===== config.mk =====
export PLATFORM = sky130hd
export DESIGN_NAME = can_irq_unit
export DESIGN_NICKNAME = d
export VERILOG_FILES = /design/src/rtl/can_irq_pkg.sv /design/src/rtl/can_irq_edge.sv /design/src/rtl/can_irq_sticky.sv /design/src/rtl/can_irq_unit.sv
export SDC_FILE = /design/constraint.sdc
export NUM_CORES = 1
export LEC_CHECK = 0
export BUFFER_PORTS_ARGS = -buffer_cell sky130_fd_sc_hd__clkbuf_2
export CAP_MARGIN = 10
export CORE_MARGIN = 3
export CORE_UTILIZATION = 45
export DETAILED_ROUTE_END_ITERATION = 8
export PLACE_DENSITY = 0.8
export SYNTH_ARGS = -nofsm -noshare
export SYNTH_HDL_FRONTEND = slang
export SYNTH_HIERARCHICAL = 1
export SYNTH_SLANG_ARGS = --single-unit
export TNS_END_PERCENT = 50

===== constraint.sdc =====
create_clock -name clk -period 2 [get_ports clk]
set_input_delay 0.2 -clock clk [delete_from_list [all_inputs] [get_ports clk]]
set_output_delay 0.2 -clock clk [all_outputs]
set_load 0.05 [all_outputs]

===== src/rtl/can_irq_pkg.sv =====
// Shared constants of the CAN interrupt unit: status bit positions and the
// order of the edge-detected level inputs.
package can_irq_pkg;
    localparam int IRQ_W     = 9;   // width of the status word
    localparam int B_RX      = 0;
    localparam int B_TX      = 1;
    localparam int B_WARN    = 2;
    localparam int B_OVR     = 3;
    localparam int B_RSVD    = 4;
    localparam int B_PASSIVE = 5;
    localparam int B_ARB     = 6;
    localparam int B_BUSERR  = 7;
    localparam int B_IDLE    = 8;

    // Edge-detected levels, in this order inside the level vector
    localparam int L_TX      = 0;
    localparam int L_OVR     = 1;
    localparam int L_WARN    = 2;
    localparam int L_BUSOFF  = 3;
    localparam int L_PASSIVE = 4;
    localparam int LVL_W     = 5;
    // 1 = any change triggers, 0 = rising edge only
    localparam logic [LVL_W-1:0] LVL_ANY_CHANGE = 5'b11100;

    // Latched status bits (all but bit 0 and reserved bit 4)
    localparam int STICKY_W  = 7;
endpackage


===== src/rtl/can_irq_edge.sv =====
// Edge detector for a vector of status levels.
// Each level is compared with a registered copy of itself. Per bit, the
// parameter ANY_CHANGE selects "any change" (1) or "rising edge only" (0).
// Assumes: the levels are synchronous to clk. The first cycle after reset
// only loads the copies and reports no edge.
module can_irq_edge #(
    parameter int W = 5,
    parameter logic [W-1:0] ANY_CHANGE = '0
) (
    input  logic         clk,
    input  logic         rst_n,
    input  logic [W-1:0] lvl_i,
    output logic [W-1:0] det_o
);
    logic [W-1:0] prev_q;
    logic         armed_q;

    // Hold the previous levels; mark once the copies are valid
    always_ff @(posedge clk) begin
        if (!rst_n) begin
            prev_q  <= '0;
            armed_q <= 1'b0;
        end else begin
            prev_q  <= lvl_i;
            armed_q <= 1'b1;
        end
    end

    // Per-bit detect variant chosen by parameter
    for (genvar i = 0; i < W; i++) begin : g_det
        if (ANY_CHANGE[i]) begin : g_chg
            assign det_o[i] = armed_q & (lvl_i[i] ^ prev_q[i]);
        end else begin : g_rise
            assign det_o[i] = armed_q & lvl_i[i] & ~prev_q[i];
        end
    end
endmodule


===== src/rtl/can_irq_sticky.sv =====
// Bank of set-priority sticky bits.
// A bit is set by set_i and cleared by clr_i. When both are high in one
// cycle, set wins.
// Assumes: clr_i is a single-cycle read strobe.
module can_irq_sticky #(
    parameter int W = 7
) (
    input  logic         clk,
    input  logic         rst_n,
    input  logic [W-1:0] set_i,
    input  logic         clr_i,
    output logic [W-1:0] q_o
);
    for (genvar i = 0; i < W; i++) begin : g_bit
        logic bit_q;
        // One sticky flag: set dominates clear
        always_ff @(posedge clk) begin
            if (!rst_n)          bit_q <= 1'b0;
            else if (set_i[i])   bit_q <= 1'b1;
            else if (clr_i)      bit_q <= 1'b0;
        end
        assign q_o[i] = bit_q;
    end
endmodule


===== src/rtl/can_irq_unit.sv =====
// CAN controller interrupt unit (top).
// Builds the 9-bit interrupt status word from status levels and event
// strobes, and drives the request line. Bit 0 follows the receive queue
// level. Bits 1-3 and 5-8 latch until a host read. Bit 4 is reserved and
// reads 0.
// Assumes: all inputs are synchronous to clk; strobes last one cycle.
module can_irq_unit
    import can_irq_pkg::*;
(
    input  logic             clk,
    input  logic             rst_n,
    input  logic             rxq_nonempty,
    input  logic             txbuf_free,
    input  logic             overrun_st,
    input  logic             warn_st,
    input  logic             busoff_st,
    input  logic             passive_st,
    input  logic             arb_lost_pulse,
    input  logic             bus_err_pulse,
    input  logic             idle_pulse,
    input  logic [IRQ_W-1:0] irq_en,
    input  logic             stat_rd,
    output logic [IRQ_W-1:0] irq_stat,
    output logic             irq_req
);
    logic [LVL_W-1:0]    lvl;
    logic [LVL_W-1:0]    det;
    logic [STICKY_W-1:0] set_vec;
    logic [STICKY_W-1:0] sticky;

    // Pack the edge-detected levels in package order
    always_comb begin
        lvl            = '0;
        lvl[L_TX]      = txbuf_free;
        lvl[L_OVR]     = overrun_st;
        lvl[L_WARN]    = warn_st;
        lvl[L_BUSOFF]  = busoff_st;
        lvl[L_PASSIVE] = passive_st;
    end

    can_irq_edge #(
        .W          (LVL_W),
        .ANY_CHANGE (LVL_ANY_CHANGE)
    ) edge_i (
        .clk   (clk),
        .rst_n (rst_n),
        .lvl_i (lvl),
        .det_o (det)
    );

    // Enabled set requests; sticky index k maps to status bit (k<3 ? k+1 : k+2)
    always_comb begin
        set_vec[0] = det[L_TX]                      & irq_en[B_TX];
        set_vec[1] = (det[L_WARN] | det[L_BUSOFF])  & irq_en[B_WARN];
        set_vec[2] = det[L_OVR]                     & irq_en[B_OVR];
        set_vec[3] = det[L_PASSIVE]                 & irq_en[B_PASSIVE];
        set_vec[4] = arb_lost_pulse                 & irq_en[B_ARB];
        set_vec[5] = bus_err_pulse                  & irq_en[B_BUSERR];
        set_vec[6] = idle_pulse                     & irq_en[B_IDLE];
    end

    can_irq_sticky #(
        .W (STICKY_W)
    ) sticky_i (
        .clk   (clk),
        .rst_n (rst_n),
        .set_i (set_vec),
        .clr_i (stat_rd),
        .q_o   (sticky)
    );

    // Assemble the status word and the request line
    always_comb begin
        irq_stat            = '0;
        irq_stat[B_RX]      = rxq_nonempty & irq_en[B_RX];
        irq_stat[B_TX]      = sticky[0];
        irq_stat[B_WARN]    = sticky[1];
        irq_stat[B_OVR]     = sticky[2];
        irq_stat[B_RSVD]    = 1'b0;
        irq_stat[B_PASSIVE] = sticky[3];
        irq_stat[B_ARB]     = sticky[4];
        irq_stat[B_BUSERR]  = sticky[5];
        irq_stat[B_IDLE]    = sticky[6];
        irq_req             = |irq_stat;
    end
endmodule


== After elaboration in Yosys (flattened, before gate mapping) ==
Cells that the tools add are included.
Widths: inputs -> output; s select.
Cells by class
  muxes and demuxes: 9
  bitwise logic cells: 21
  reduce and logical (&&, ||, !) cells: 8
Operators by type and width (count)
  $and 1x1->1: 15
  $reduce_bool 2->1: 7
  $mux 1: 9
  $reduce_or 8->1: 1
  $xor 1x1->1: 3
  $not 1->1: 2
  $or 1x1->1: 1
Storage, ports and cells
  flip-flop bits (word level): 13
  bits of input ports: 21
  output and inout bits: 10

== Logic depth before layout (Yosys ltp) ==
  word-level depth: 5
  gate-level depth with buffers: 4
  depth with buffers taken out: 4

== Cells and area by module ==
The synthesis kept the hierarchy.
Modules (own cells, without submodules)
  can_irq_sticky: instances 1, cells an instance 28, area each 289.0 um^2
  can_irq_edge: instances 1, cells an instance 21, area each 215.2 um^2
  can_irq_unit: instances 1, cells an instance 13, area each 87.6 um^2

== Least setup slack after synthesis ==
No wires, ideal clock.
  path type: flip-flop to output port
  start point: register sticky_i.g_bit[2].bit_q
  end point: output port irq_req
  arrival: 1.153 ns
  setup slack: 0.647 ns
  stages on the path, launching flop included: 4
  path buffers: 1
  path through: dfxtp_1 > buf_4 > nor4_2 > nand3b_1
On the way
  cells in the longest elaborated chain, start to end: 1
RTL lines
  start, declared: line can_irq_sticky.sv:15  | logic bit_q;
  start signal, assigned: line can_irq_sticky.sv:18  | if (!rst_n) bit_q <= 1'b0;
  start signal, assigned: line can_irq_sticky.sv:19  | else if (set_i[i]) bit_q <= 1'b1;
  start signal, assigned: line can_irq_sticky.sv:20  | else if (clr_i) bit_q <= 1'b0;
  $reduce_or 8->1: line can_irq_unit.sv:84  | irq_req = |irq_stat;
  end, declared: line can_irq_unit.sv:24  | output logic irq_req
No other way between the ends.

== Final worst setup path ==
Same ends and word-level chain as after synthesis.

==> run metrics <==
total wire length=994 microns; Synth Cell Area=591.8 sq um; WP data arrival=1.21 ns; RR Startpoint=edge_i/prev_q[2]$_SDFF_PN0_; DRC Markers=0; DP Cell Count=96; CP Capture Type=output pin; post_cts resized=0; total chip power=0.5469 mW; worst min-delay path startpoint=txbuf_free; Clock Tree Buf Depth=2; drt via density=4.300; Hold Fails Final Rpt=0; Layout Skew=0.001932 ns; Synth Area in XOR/XNOR=4.440%; layout cells sized above 1=40.70%; Vias=430; final worst path period need=1.407 ns; unrepaired setup endpoints after global routing=no; largest family of logic cells by synthesized area=simple AND/OR/NAND/NOR gates; outcome=finished, final reports clean; IO Pins=31; vias in the first global route=409; largest net degree at the start of global routing=14; Final ANT Viol Nets=0; Die X=42.27 microns; Setup crit start kind=flop; Worst Path Max Fanout=3; yosys warns=6; Crit-path slowest cell=dfxtp_1; # fillers=112; RePlAce Congestion=0.6446; Simple-Gate Fraction of Synth Area=30.66%; antenna violations before repair=0; drt initial violations=0; clock-pin transition on the worst setup and hold timing paths=0.07 ns; WP data required=1.80 ns; peak supply drop=341.2 uV; Crit Path Class=reg -> out; Synth Area in Compound Gates=10.15%; Synth Area in Adders=0%; Tcrit/Tclk final=70.36%; post-CTS setup buffer count=0; Leak=0.3545 nW; global-route wire length before repair=1690 microns; Net count, final=108; Die ar.=1786 sq um; fmax=0.7107 GHz; Starting Density=50.53%; TritonCTS clock tree=yes; Final Setup Violations=0; post-synthesis mux area share=0%; #FFs+latches synth=13; Fin Setup TNS=0 ns; CTS root buf=clkbuf_4; drt first pass iters=1; Cell variety after synth=13; Seq/Total Area, Yosys=43.97%; CP peak stage delay=0.33 ns; port bufs=28; number of diodes=0; cell breakdown of the critical path=nor4_2 > nand3b_1 > clkbuf_2; Placeable Area=1171 sq um; Clock Sinks=13; hold crit path type=in -> reg; row count=12; Post-Syn Instances=62; syn_area_per_cell=9.545 sq um; Max Cap Viol=0; H-tree depth reported by CTS=1; TritonCTS Buffers=3; count of final max-slew check failures=0; die height=42.27 microns; WL/cell=9.940 microns; Critical path origin=sticky_i/g_bit[2].bit_q$_SDFFE_PN0P_; Syn Nets=83; clk_lat worst skew=0.27 ns; Overall Global Routing Usage=13.08%; pwr dens=764.1 nW/um^2; hold-fix buffer count after cts=0; Area Growth Syn to Fin=20.93%; global route overflow=0; final core occ=61.11%; Cell Count, Final, Fillers Out=100
## cell usage in the layout (no fill, tap or decap)
| cell type | count |
|---|---|
| clkbuf_2 | 28 |
| nand2_1 | 2 |
| and2_1 | 12 |
| clkbuf_1 | 1 |
| and2_2 | 3 |
| nand3b_1 | 1 |
| clkbuf_4 | 3 |
| nor2b_1 | 7 |
| o21a_1 | 8 |
| nor2_1 | 2 |
| nor3_1 | 1 |
| nor4_2 | 1 |
| xor2_1 | 3 |
| dfxtp_1 | 13 |
| conb_1 | 1 |
## critical path: cells and delay by family (launching register included)
kind	cells	cell delay, ns
buffers and inverters	1	0.24
flip-flops	1	0.33
AND/OR/NAND/NOR	2	0.36
## metrics by stage
step	hold slack (ns)	instance area, sq um	setup WS (ns)
after detailed placement	0.4222	689.4	0.8823
after global placement	0.4186	689.4	0.8855
final	0.1384	715.7	0.5928
after global routing	0.1377	715.7	0.4466
after CTS	0.1282	715.7	0.5698
after floorplan	0.2277	591.8	0.6472
## per-layer routing
layer	vias up	wire [microns]	track usage (%)
li1	238	-	-
met1	162	426	16.32
met2	25	410	17.63
met3	5	121	4.292
met4	0	36	11.18
met5	-	0	0
## logic make-up after synthesis
family	count (synthesis)
AO/OA/AOI/OAI	8
XOR/XNOR	3
buffers and inverters	8
flip-flops	13
other	1
AND/OR/NAND/NOR	29
## final cells by class
type | count | area (sq um) | share of cell area, %
multi-input cells | 41 | 271.5 | 37.94
flip-flops and latches | 13 | 260.3 | 36.36
repair buffers | 28 | 140.1 | 19.58
clock buffers | 4 | 26.28 | 3.671
well taps | 14 | 17.52 | 2.448
## state kept, by name, indices dropped and copies added (netlist names)
name,cells
edge_i/armed_q,1
edge_i/prev_q,5
sticky_i/g_bit.bit_q,7
## worst paths after layout
| kind | end | slack (ns) | cells after the start |
|---|---|---|---|
| worst max-delay path | irq_req | 0.59 | 3 |
| worst max register to register | sticky_i/g_bit[1].bit_q$_SDFFE_PN0P_ | 0.94 | 4 |
| worst min register to register | sticky_i/g_bit[4].bit_q$_SDFFE_PN0P_ | 0.62 | 2 |
| worst min-delay path | edge_i/prev_q[0]$_SDFF_PN0_ | 0.14 | 2 |
## synth_stat cells
cell type / count / area, sq um
nand2_1: 2 / 7.510
buf_4: 8 / 60.06
dfxtp_1: 13 / 260.3
and2_2: 3 / 22.52
nor2b_1: 7 / 43.79
xor2_1: 3 / 26.28
nor3_1: 1 / 5.000
nand3b_1: 1 / 7.510
nor4_2: 1 / 12.51
conb_1: 1 / 3.750
and2_1: 12 / 75.07
o21a_1: 8 / 60.06
nor2_1: 2 / 7.510
## report_power, final
group / switching, mW / internal (mW)
clock network: 0.0791 / 0.0773
registers: 0.00816 / 0.272
logic: 0.0669 / 0.0432
(Power assumes the default switching activity.)
